[src/rtl/dafir_pkg.sv]
package dafir_pkg;
  localparam int DEF_TAPS = 32;
  localparam int DEF_DW   = 8;
  localparam int DEF_CW   = 10;

  // Smooth, peaked default coefficient set, computed rather than listed.
  function automatic logic [DEF_TAPS*DEF_CW-1:0] default_coefs();
    logic [DEF_TAPS*DEF_CW-1:0] v;
    int c;
    v = '0;
    for (int t = 0; t < DEF_TAPS; t++) begin
      c = 300 - 2 * (t - 15) * (t - 15);
      v[t*DEF_CW +: DEF_CW] = c[DEF_CW-1:0];
    end
    return v;
  endfunction
endpackage

[src/rtl/dafir_taps.sv]
module dafir_taps #(
  parameter int TAPS = 32,
  parameter int DW   = 8,
  localparam int BW  = (DW > 1) ? $clog2(DW) : 1
) (
  input  logic            clk,
  input  logic            rst,
  input  logic            load,
  input  logic [DW-1:0]   din,
  input  logic [BW-1:0]   bit_sel,
  input  logic            busy,
  input  logic            last,
  output logic [TAPS-1:0] plane
);
  logic [DW-1:0] stage [TAPS];

  always_ff @(posedge clk) begin
    if (rst) begin
      for (int t = 0; t < TAPS; t++) stage[t] <= '0;
    end else if (load) begin
      stage[0] <= din;
      for (int t = 1; t < TAPS; t++) stage[t] <= stage[t-1];
    end
  end

  for (genvar t = 0; t < TAPS; t++) begin : g_plane
    assign plane[t] = stage[t][bit_sel];
  end


  ignore_busy_chk: assert property (@(posedge clk) disable iff (rst)
    (busy && !last) |=> $stable(stage[0]));
endmodule

[src/rtl/dafir_lut.sv]
module dafir_lut #(
  parameter int GROUP = 4,
  parameter int CW    = 10,
  parameter int TW    = 12,
  parameter logic [GROUP*CW-1:0] COEF_G = '0,
  localparam int ENTRIES = 1 << GROUP
) (
  input  logic [GROUP-1:0] addr,
  output logic [TW-1:0]    q
);
  function automatic logic signed [TW-1:0] entry_sum(input int e);
    logic signed [TW-1:0] s;
    s = '0;
    for (int k = 0; k < GROUP; k++)
      if (e[k]) s = s + TW'($signed(COEF_G[k*CW +: CW]));
    return s;
  endfunction

  logic [TW-1:0] rom [ENTRIES];

  for (genvar e = 0; e < ENTRIES; e++) begin : g_ent
    localparam logic signed [TW-1:0] VAL = entry_sum(e);
    assign rom[e] = VAL;
  end

  assign q = rom[addr];
endmodule

[src/rtl/dafir_acc.sv]
module dafir_acc #(
  parameter int DW   = 8,
  parameter int NGRP = 8,
  parameter int TW   = 12,
  parameter int OW   = 23,
  localparam int BW  = (DW > 1) ? $clog2(DW) : 1,
  localparam int SW  = TW + ((NGRP > 1) ? $clog2(NGRP) : 1)
) (
  input  logic            clk,
  input  logic            rst,
  input  logic            in_valid,
  input  logic [NGRP*TW-1:0] grp_q,
  output logic            load,
  output logic            busy,
  output logic            last,
  output logic [BW-1:0]   bit_sel,
  output logic            out_valid,
  output logic [OW-1:0]   out_data
);
  logic signed [SW-1:0] plane_sum;
  logic signed [OW-1:0] weighted, term, acc, acc_next;
  logic                 sign_step;

  always_comb begin
    plane_sum = '0;
    for (int g = 0; g < NGRP; g++)
      plane_sum = plane_sum + SW'($signed(grp_q[g*TW +: TW]));
  end

  assign sign_step = (bit_sel == BW'(DW-1));
  assign last      = busy && sign_step;
  assign load      = in_valid && (!busy || last);
  assign weighted  = OW'(plane_sum) <<< bit_sel;
  assign term      = sign_step ? -weighted : weighted;
  assign acc_next  = ((bit_sel == '0) ? '0 : acc) + term;

  always_ff @(posedge clk) begin
    if (rst) begin
      busy      <= 1'b0;
      bit_sel   <= '0;
      acc       <= '0;
      out_valid <= 1'b0;
      out_data  <= '0;
    end else begin
      out_valid <= 1'b0;
      if (busy) acc <= acc_next;
      if (last) begin
        out_data  <= acc_next;
        out_valid <= 1'b1;
      end
      if (load) begin
        busy    <= 1'b1;
        bit_sel <= '0;
      end else if (last) begin
        busy <= 1'b0;
      end else if (busy) begin
        bit_sel <= bit_sel + 1'b1;
      end
    end
  end


  pulse_single_chk: assert property (@(posedge clk) disable iff (rst)
    out_valid |=> !out_valid);

  y_hold_chk: assert property (@(posedge clk) disable iff (rst)
    !out_valid |-> $stable(out_data));
endmodule

[src/rtl/dafir_filter.sv]
module dafir_filter import dafir_pkg::*; #(
  parameter int TAPS  = DEF_TAPS,
  parameter int DW    = DEF_DW,
  parameter int CW    = DEF_CW,
  parameter int GROUP = 4,
  parameter logic [TAPS*CW-1:0] COEFS = default_coefs(),
  localparam int OW   = CW + $clog2(TAPS) + DW
) (
  input  logic          clk,
  input  logic          rst,
  input  logic          in_valid,
  input  logic [DW-1:0] in_sample,
  output logic          out_valid,
  output logic [OW-1:0] out_data
);
  localparam int NGRP = TAPS / GROUP;
  localparam int TW   = CW + $clog2(GROUP);
  localparam int BW   = (DW > 1) ? $clog2(DW) : 1;

  logic              load, busy, last;
  logic [BW-1:0]     bit_sel;
  logic [TAPS-1:0]   plane;
  logic [NGRP*TW-1:0] grp_q;

  dafir_taps #(.TAPS(TAPS), .DW(DW)) u_taps (
    .clk(clk), .rst(rst), .load(load), .din(in_sample), .bit_sel(bit_sel),
    .busy(busy), .last(last), .plane(plane)
  );

  for (genvar g = 0; g < NGRP; g++) begin : g_grp
    dafir_lut #(
      .GROUP(GROUP), .CW(CW), .TW(TW),
      .COEF_G(COEFS[g*GROUP*CW +: GROUP*CW])
    ) u_lut (
      .addr(plane[g*GROUP +: GROUP]),
      .q(grp_q[g*TW +: TW])
    );
  end

  dafir_acc #(.DW(DW), .NGRP(NGRP), .TW(TW), .OW(OW)) u_acc (
    .clk(clk), .rst(rst), .in_valid(in_valid), .grp_q(grp_q),
    .load(load), .busy(busy), .last(last), .bit_sel(bit_sel),
    .out_valid(out_valid), .out_data(out_data)
  );

  logic [BW+1:0] since_load;
  always_ff @(posedge clk) begin
    if (rst) since_load <= '1;
    else if (load) since_load <= '0;
    else if (since_load != '1) since_load <= since_load + 1'b1;
  end


  latency_chk: assert property (@(posedge clk) disable iff (rst)
    out_valid |-> ($past(since_load) == (BW+2)'(DW-1)));

  back_to_back_chk: assert property (@(posedge clk) disable iff (rst)
    (last && in_valid) |=> (busy && bit_sel == '0));
endmodule

[config.mk]
export PLATFORM = sky130hd
export DESIGN_NAME = dafir_filter
export DESIGN_NICKNAME = d
export VERILOG_FILES = /design/src/rtl/dafir_pkg.sv /design/src/rtl/dafir_taps.sv /design/src/rtl/dafir_lut.sv /design/src/rtl/dafir_acc.sv /design/src/rtl/dafir_filter.sv
export SDC_FILE = /design/constraint.sdc
export NUM_CORES = 1
export LEC_CHECK = 0
export BUFFER_PORTS_ARGS = -buffer_cell sky130_fd_sc_hd__clkbuf_2
export CAP_MARGIN = 0
export CORE_UTILIZATION = 28
export DETAILED_ROUTE_END_ITERATION = 8
export PLACE_DENSITY_LB_ADDON = 0.05
export SYNTH_ARGS = -nofsm -noshare
export SYNTH_HDL_FRONTEND = slang
export SYNTH_HIERARCHICAL = 1
export SYNTH_SLANG_ARGS = --single-unit
export TNS_END_PERCENT = 5
[constraint.sdc]
create_clock -name clk -period 15 [get_ports clk]
set_input_delay 0 -clock clk [delete_from_list [all_inputs] [get_ports clk]]
set_output_delay 0 -clock clk [all_outputs]
set_load 0.03 [all_outputs]
==> impl_results.md, run 1 <==
- Outcome: complete, no violations
- 1st-pass router iterations: 6
- Multi-input gate area: 0.01126 sq mm
- Worst path buffer plus inverter count: 6
- H-Tree Depth: 2
- Mean Syn Cell Area: 11.23 sq um
- EDFF count, synth: 256
- Most frequent cells in the layout: 256 x edfxtp_1, 240 x inv_1, 173 x and2_1
- Buffers added on ports: 34
- Max Clk Rate: 0.09282 GHz
- Cts hold-fix bufs: 10
- CTS Buf Count: 41
- Clk sinks: 307
- Routability cong.: 0.7706
- Slowest-stage cell, CP: mux4_1
- CTS resizes: 0
- Synth Warn #: 6
- Total negative slack: 0 ns
- Io pins: 35
- Crit path max-delay family: adder cells
- Final antenna-violating net count: 0
- First-pass GRT wire length: 83140 microns
- CTS tree: yes
- Via density: 4.485
- Flop and latch count out of synthesis: 307
- Clock slew at reported path FFs: 0.06 ns
- Yosys top cell by area: edfxtp_1
- RSZ-0062 raised after global routing: no
- Startpoint Class: register
- Post-Place Setup Slack: 4.159 ns
- Final WL: 52290 microns
- FP Rows: 101
- DPL Wire Length: 37380 microns
- Rel. slew slack: 24.20%
- Die Span Y: 279.5 microns
- Effective utilization at floorplan: 28.34%
- Worst-skew pair later-pin latency: 0.57 ns
- Die width: 279.5 microns
- Commonest non-fill, non-tap cell in the layout: edfxtp_1
- Placed instance count: 2885
- Crit path required time: 15.50 ns
- Seq/Total Area, Yosys: 40.40%
- Setup CP Type: reg2reg
- Largest net degree at the start of global routing: 113
- All-Layer GR Usage: 13.61%
- Layout cell share with drive strength beyond 1: 11.78%
- Crit. End Element: register
- Fin. max-slew vios: 0
- Final hold violation count: 0
- GRT Residual Overflow: 0
- Vias in the first global route: 14190
- Library cells used by synthesis: 103
- Arrival @ worst endpoint: 11.27 ns
- Reg area: 0.008720 sq mm
- Fin nets: 2094
- Setup Buffers After CTS: 0
- Core area: 0.07608 sq mm
- Top post-synthesis cells by area: edfxtp_1 36%, fa_1 7.1%, ha_1 5.7%, and2_1 5.0%, dfxtp_1 4.7%
- CP Depth: 35
- Drc violations: 0
- Worst r2r path cells: 35
- Synth async-reset ratio: 0%
- Crit-path most repeated cell: fa_1
- Max Root-Sink Buffers: 3
- Final worst path period need: 10.77 ns
- Clk root buf: clkbuf_16
- Placed cell area: 0.02246 sq mm
- Final setup vio count: 0
- Post-route cell area: 0.02388 sq mm
- Crit Path Max Fanout: 35
- Final worst path period share: 71.82%
- Slew @ Worst Pin: 1.137 ns
- Hold depth: 3
- DR vias: 13310
- Initial DRC count: 598
- Maxcap violations: 0
- Max Clock Skew: 0.01947 ns
- HP Class: in2reg
- Final cell count without fillers: 2967
- Post-Syn Area: 0.02156 sq mm
- Initial antenna violation count: 0
- Full die area: 0.07810 sq mm
- Critical Path Max Stage Delay: 0.63 ns
- Instance count of the mapped netlist: 1920
- Area share of the largest cell type after synthesis: 35.66%
- Post-synth top flop: edfxtp_1
- Avg WL per Cell: 17.62 microns
- Synth-to-Final Area Change: 10.77%
- Setup ws final: 4.226 ns
- Fillers: 7851
flip-flops by register name (all words and copies together), names as in the netlist:
register and count:
u_acc/acc 23, u_acc/bit_sel 3, u_taps/stage 256, u_acc/out_valid 1, u_acc/out_data 23, u_acc/busy 1
layout make-up:
cell class,instances,area share (%)
multi-input cells,1257,47.18
flip-flops and latches,307,36.52
well taps,1030,5.397
clock buffers,50,4.616
inverters,243,3.820
repair buffers,58,1.582
clock inverters,21,0.8803
diodes,1,0.01048
synth_stat cells, types with 4 or more instances:
| cell | count |
|---|---|
| inv_1 | 240 |
| dfxtp_1 | 51 |
| a211o_1 | 5 |
| a31oi_1 | 9 |
| buf_6 | 15 |
| buf_4 | 31 |
| o21ai_0 | 47 |
| o211ai_1 | 6 |
| a21o_1 | 17 |
| buf_2 | 12 |
| edfxtp_1 | 256 |
| clkbuf_1 | 56 |
| o21a_1 | 13 |
| nand2_1 | 90 |
| mux4_2 | 38 |
| nand2b_1 | 30 |
| nor2b_1 | 122 |
| conb_1 | 8 |
| and2_1 | 173 |
| xnor2_1 | 44 |
| nand4_1 | 6 |
| o21ai_1 | 10 |
| buf_1 | 9 |
| mux4_1 | 38 |
| nand3_1 | 19 |
| a211oi_1 | 16 |
| mux2_2 | 36 |
| nor2_1 | 81 |
| fa_1 | 76 |
| a31o_2 | 4 |
| ha_1 | 99 |
| nor4_1 | 6 |
| o22ai_1 | 6 |
| xor2_1 | 17 |
| nor3_1 | 15 |
| a2111oi_0 | 4 |
| o31ai_1 | 7 |
| mux2_4 | 4 |
| a21oi_1 | 65 |
| mux2i_1 | 39 |
layer usage:
layer | vias up | global-route usage [%] | wire length, microns
met1 | 6533 | 18.29 | 24950
li1 | 6581 | - | -
met2 | 137 | 22.97 | 24920
met4 | 0 | 3.433 | 1067
met5 | - | 0 | 0
met3 | 57 | 1.902 | 1353
final timing paths:
check | end | from | slack [ns]
hold reg to reg | u_acc/out_data[0] | u_acc/out_data[0] | 0.45
setup reg to reg | u_acc/acc[22] | u_acc/bit_sel[0] | 4.23
hold / removal | u_taps/stage[0][3] | in_sample[3] | 0.24
setup / recovery | u_acc/acc[22] | u_acc/bit_sel[0] | 4.23
per-stage QoR:
step	hold slack [ns]	util, %
after CTS	0.2022	31.38
after global routing	0.2396	31.38
after detailed placement	0.2838	29.53
after floorplan	0.1310	-
after global placement	0.2827	29.53
final	0.2363	31.39
tightest hold or removal path: stages:
cell	delay (ns)
dlygate4sd3_1	0.52
clkbuf_2	0.09
and2_1	0.10
logic make-up after synthesis:
family	after synthesis	share of synthesized area, %
AOI/OAI and AO/OA	263	8.555
xor gates and xnor gates	63	2.682
adders and majority gates	176	12.85
buffers and inverters	369	7.621
DFF	307	40.40
muxes	156	12.68
other	8	0.1393
and+or+nand+nor	578	15.08
Power of run 1 is not shown: default switching activity piles up to over one toggle a cycle in this logic, so the estimate is an artifact.
==> run 2, diff against run 1 <==
==> constraint.sdc (replaced) <==
create_clock -name clk -period 10.6 [get_ports clk]
set_input_delay 0 -clock clk [delete_from_list [all_inputs] [get_ports clk]]
set_output_delay 0 -clock clk [all_outputs]
set_load 0.03 [all_outputs]
==> run 2 against run 1 <==
Compared with the run above: fmax rose by 8.4%; worst hold slack improved by 0.018 ns; via count rose by 0.92%; critical path depth rose by 1; setup slack got worse by 3.6 ns; critical path type unchanged; first-iteration DRC count fell by 0.33%; sequential share of layout area fell by 0.12 points.
==> impl_results.md, run 2 (synthesis gave the netlist of run 1 again) <==
- Crit. End Element: register
- HP Class: in2reg
- Worst path buffer plus inverter count: 8 (+2)
- 1st-pass router iterations: 7 (+1)
- Effective utilization at floorplan: 28.34% (unchanged)
- Final setup vio count: 0 (unchanged)
- Rel. slew slack: 28.39% (+4.2 points)
- FP Rows: 101 (unchanged)
- Layout cell share with drive strength beyond 1: 12.65% (+0.88 points)
- Largest net degree at the start of global routing: 126 (+12%)
- Die Span Y: 279.5 microns (unchanged)
- Fin. max-slew vios: 0 (unchanged)
- Max reg flops: 256 (unchanged)
- Full die area: 0.07810 sq mm (unchanged)
- Startpoint Class: register
- Setup ws final: 0.6623 ns (-3.564 ns)
- Total negative slack: 0 ns (unchanged)
- Worst-skew pair later-pin latency: 0.57 ns (about the same)
- Routability cong.: 0.8133 (+5.5%)
- Final worst path period need: 9.938 ns (-0.8359 ns)
- Outcome: complete, no violations
- DPL Wire Length: 37820 microns (+1.2%)
- Initial antenna violation count: 0 (unchanged)
- Placed instance count: 2900 (+0.52%)
- Core area: 0.07608 sq mm (unchanged)
- CTS tree: yes
- Avg WL per Cell: 17.58 microns (-0.27%)
- Max Clock Skew: 0.02657 ns (+0.007100 ns)
- First-pass GRT wire length: 82840 microns (-0.36%)
- Clk sinks: 307 (unchanged)
- Max Root-Sink Buffers: 3 (unchanged)
- Hold depth: 3 (unchanged)
- Slowest-stage cell, CP: mux4_1
- CP Depth: 36 (+2.9%)
- Drc violations: 0 (unchanged)
- Biggest register: u_taps/stage
- Io pins: 35 (unchanged)
- Crit Path Max Fanout: 8 (-77%)
- Reg area: 0.008720 sq mm (unchanged)
- Final cell count without fillers: 2982 (+0.51%)
- H-Tree Depth: 2 (unchanged)
- Post-Place Setup Slack: 0.4285 ns (-3.730 ns)
- Via density: 4.504 (+0.42%)
- Multi-input gate area: 0.01129 sq mm (+0.25%)
- Fin nets: 2111 (+0.81%)
- Max Clk Rate: 0.1006 GHz (+8.4%)
- Setup CP Type: reg2reg
- Slew @ Worst Pin: 1.074 ns (-0.06277 ns)
- Vias in the first global route: 14180 (-0.049%)
- Most frequent cells in the layout: 256 x edfxtp_1, 240 x inv_1, 173 x and2_1
- Clk root buf: clkbuf_16
- Fillers: 7885 (+0.43%)
- Crit-path most repeated cell: inv_1
- Crit path required time: 11.10 ns (-4.40 ns)
- Final hold violation count: 0 (unchanged)
- Crit path max-delay family: adder cells
- Buffers added on ports: 34 (unchanged)
- Critical Path Max Stage Delay: 0.57 ns (-0.06 ns)
- Antenna diodes: 0 (-1)
- Arrival @ worst endpoint: 10.43 ns (-0.84 ns)
- Final WL: 52410 microns (+0.24%)
- Synth-to-Final Area Change: 11.13%
- Maxcap violations: 0 (unchanged)
- Worst r2r path cells: 36 (+2.9%)
- Clock slew at reported path FFs: 0.05 ns (about the same)
- Final worst path period share: 93.75% (+22 points)
- Final antenna-violating net count: 0 (unchanged)
- Initial DRC count: 596 (-0.33%)
- Commonest non-fill, non-tap cell in the layout: edfxtp_1
- Die width: 279.5 microns (unchanged)
- All-Layer GR Usage: 13.60% (about the same)
- RSZ-0062 raised after global routing: no
- DR vias: 13430 (+0.92%)
- GRT Residual Overflow: 0 (unchanged)
- Largest registers: u_taps/stage (256), u_acc/acc (23), u_acc/out_data (23)
- CTS Buf Count: 39 (-4.9%)
-- run 2: cell count changes in the layout (fill, tap and decap cells not counted), moves of 2 or more --
cell	delta
inv_6	+2
clkinv_2	+3
buf_12	+6
clkinvlp_4	-2
buf_4	+12
bufinv_16	-3
clkbuf_1	+4
clkbuf_16	-4
-- run 2: metrics by stage --
step	area [sq um]	hold slack, ns	utilization (%)
CTS	23860	0.2048	31.37
global placement	22640	0.2796	29.76
floorplan	21610	0.1310	-
finish	23960	0.2544	31.49
global route	23960	0.2445	31.49
detailed placement	22640	0.2820	29.76
-- run 2: final timing paths --
check	startpoint	to	slack [ns]
setup / recovery	u_acc/bit_sel[0]	u_acc/acc[22]	0.66
hold / removal	in_sample[7]	u_taps/stage[0][7]	0.25
setup reg to reg	u_acc/bit_sel[0]	u_acc/acc[22]	0.66
hold reg to reg	u_acc/out_data[19]	u_acc/out_data[19]	0.45
-- run 2: worst min-delay path: cells and delay by family --
kind                   cells  cell delay, ns
and+or+nand+nor            1            0.10
buffers and inverters      2            0.61
-- run 2: timing repair --
item                                    4_1_cts  5_1_grt
endpoints found under the setup margin        0        3
buffers inserted                              0        4
gates resized for setup                       0        7
hold buffers                                 10        0
hold endpoints to repair                     52        0
-- run 2: final cells by class --
| class | count | area share, % |
|---|---|---|
| Clock inverter | 18 | 0.4544 |
| Multi-Input combinational cell | 1257 | 47.14 |
| Tap cell | 1030 | 5.380 |
| Inverter | 243 | 3.808 |
| Clock buffer | 50 | 4.246 |
| Timing Repair Buffer | 77 | 2.570 |
| Sequential cell | 307 | 36.40 |
-- run 2: layer usage --
metal	part of all wire [%]	global-route usage (%)	vias up
met5	0	0	-
met4	2.9	4.568	0
met3	2.3	1.768	59
met2	48	22.98	134
met1	47	17.91	6622
li1	-	-	6616
Power of run 2 is left out for the same reason.
==> run 3, diff against run 2 <==
--- a/config.mk
+++ b/config.mk
@@ -8,6 +8,7 @@
 export BUFFER_PORTS_ARGS = -buffer_cell sky130_fd_sc_hd__clkbuf_2
 export CAP_MARGIN = 0
 export CORE_UTILIZATION = 28
+export CTS_BUF_LIST = sky130_fd_sc_hd__clkbuf_8
 export DETAILED_ROUTE_END_ITERATION = 8
 export PLACE_DENSITY_LB_ADDON = 0.05
 export SYNTH_ARGS = -nofsm -noshare
==> run 3 against run 2 <==
Compared with the run above: clock skew rose by 0.014 ns; wire length grew 0.60%; critical path depth unchanged; setup slack worse by 0.0031 ns; non-clock buffer count unchanged; via count rose by 1.0%; fmax hardly changed; worst hold slack got worse by 0.13 ns; sequential share of layout area decreased by 0.085 points; critical path type unchanged.
==> impl_results.md, run 3 (synthesis gave the netlist of run 1 again) <==
- Outcome: complete, no violations
- Total negative slack: 0 ns (unchanged)
- FP Rows: 101 (unchanged)
- Clk sinks: 307 (unchanged)
- Drc violations: 0 (unchanged)
- Worst path buffer plus inverter count: 8 (unchanged)
- Final Core Density: 31.56% (+0.074 points)
- Buffers added on ports: 34 (unchanged)
- Crit-path most repeated cell: inv_1
- Vias in the first global route: 14350 (+1.2%)
- All-Layer GR Usage: 13.65% (+0.048 points)
- Max Clk Rate: 0.1006 GHz (about the same)
- Crit. End Element: register
- Commonest non-fill, non-tap cell in the layout: inv_1
- Final setup vio count: 0 (unchanged)
- Crit Path Max Fanout: 8 (unchanged)
- Routability cong.: 0.8133 (unchanged)
- Via density: 4.482 (-0.50%)
- First-pass GRT wire length: 83300 microns (+0.55%)
- Most frequent cells in the layout: 258 x inv_1, 256 x edfxtp_1, 173 x and2_1
- Clock slew at reported path FFs: 0.06 ns (about the same)
- Worst Setup EP: u_acc/acc[22]
- HP Class: in2reg
- Fin. max-slew vios: 0 (unchanged)
- Avg WL per Cell: 17.42 microns (-0.90%)
- Rel. slew slack: 28.22% (-0.17 points)
- Worst-skew pair later-pin latency: 0.68 ns (+0.11 ns)
- H-Tree Depth: 2 (unchanged)
- Max Root-Sink Buffers: 3 (unchanged)
- Max Clock Skew: 0.04094 ns (+0.01437 ns)
- Crit Reg-Reg Startpoint: u_acc/bit_sel[0]
- RSZ-0062 raised after global routing: no
- Die width: 279.5 microns (unchanged)
- Effective utilization at floorplan: 28.34% (unchanged)
- DPL Wire Length: 37820 microns (unchanged)
- Full die area: 0.07810 sq mm (unchanged)
- Initial antenna violation count: 1 (+1)
- Setup crit start: u_acc/bit_sel[0]
- Layout cell share with drive strength beyond 1: 13.79% (+1.1 points)
- Maxcap violations: 0 (unchanged)
- Largest registers: u_taps/stage (256), u_acc/acc (23), u_acc/out_data (23)
- Crit path required time: 11.21 ns (+0.11 ns)
- DR vias: 13570 (+1.0%)
- Arrival @ worst endpoint: 10.55 ns (+0.12 ns)
- Slew @ Worst Pin: 1.077 ns (+0.002548 ns)
- CTS tree: yes
- Slowest-stage cell, CP: mux4_1
- Initial DRC count: 544 (-8.7%)
- Fin nets: 2132 (+0.99%)
- Final hold violation count: 0 (unchanged)
- Reg2Reg Capture Point: u_acc/acc[22]
- Largest net degree at the start of global routing: 126 (unchanged)
- Final WL: 52730 microns (+0.60%)
- Io pins: 35 (unchanged)
- Worst r2r path cells: 36 (unchanged)
- Core area: 0.07608 sq mm (unchanged)
- Setup CP Type: reg2reg
- Clk root buf: clkbuf_8
- Final worst path period share: 93.78% (about the same)
- Final antenna-violating net count: 0 (unchanged)
- CTS Buf Count: 60 (+54%)
- Die Span Y: 279.5 microns (unchanged)
- Synth-to-Final Area Change: 11.39%
- Max reg flops: 256 (unchanged)
- Critical Path Max Stage Delay: 0.57 ns (about the same)
- Startpoint Class: register
- Crit path max-delay family: compound AO/OA/AOI/OAI gates
- GRT Residual Overflow: 0 (unchanged)
- CP Depth: 36 (unchanged)
- Reg-to-reg setup timing slack: 0.66 ns (about the same)
- 1st-pass router iterations: 5 (-2)
- Biggest register: u_taps/stage
- Final worst path period need: 9.941 ns (+0.003124 ns)
- Hold Startpoint: in_sample[7]
[run 3: area by class of cell]
class                   instances  area (sq um)
fillers                      7930         52060
multi-input cells            1257         11290
flip-flops and latches        307          8720
well taps                    1030          1289
inverters                     243         912.1
clock buffers                  61         839.6
repair buffers                 77         615.6
clock inverters                49         335.3
diodes                          3         7.507
[run 3: worst min-delay path by stage]
stage / endpoint / slack [ns] / depth (start not counted)
floorplan: u_acc/busy / 0.13 / 2
global placement: u_taps/stage[0][2] / 0.28 / 2
detailed placement: u_taps/stage[0][5] / 0.28 / 2
CTS: u_taps/stage[0][2] / 0.05 / 3
global route: u_taps/stage[0][5] / 0.09 / 3
finish: u_taps/stage[0][7] / 0.13 / 3
[run 3: worst reg2reg max path, delay by kind of cell (launching register included)]
kind            cells  cell delay [ns]
compound gates     11             3.08
flops               1             0.40
simple gates        6             0.72
fa+ha+maj           7             3.06
mux                 3             1.48
xor+xnor            1             0.20
buf+inv             8             0.94
[run 3: what timing repair did]
action	in CTS	in global routing
setup endpoints to repair	0	4
hold endpoints to repair	52	0
hold buffers	10	0
buffers inserted	0	4
gates resized for setup	0	7
[run 3: per-stage QoR]
step	instances	instance area, sq um	worst slack [ns]	hold WS (ns)
2_1_floorplan	1933	21610	1.552	0.1310
3_3_place_gp	2900	22640	0.4652	0.2796
3_5_place_dp	2900	22640	0.4285	0.2820
4_1_cts	3020	23910	0.3374	0.05473
5_1_grt	3027	24010	0.008281	0.08862
6_report	3027	24010	0.6592	0.1291
[run 3: metal layers]
metal | global-route usage [%] | share of wire (%) | vias to the layer above
met2 | 23.10 | 48 | 151
met4 | 4.414 | 2.8 | 0
met3 | 1.943 | 2.4 | 78
met1 | 17.90 | 47 | 6670
met5 | 0 | 0 | -
li1 | - | - | 6667
Power of run 3 is left out for the same reason.
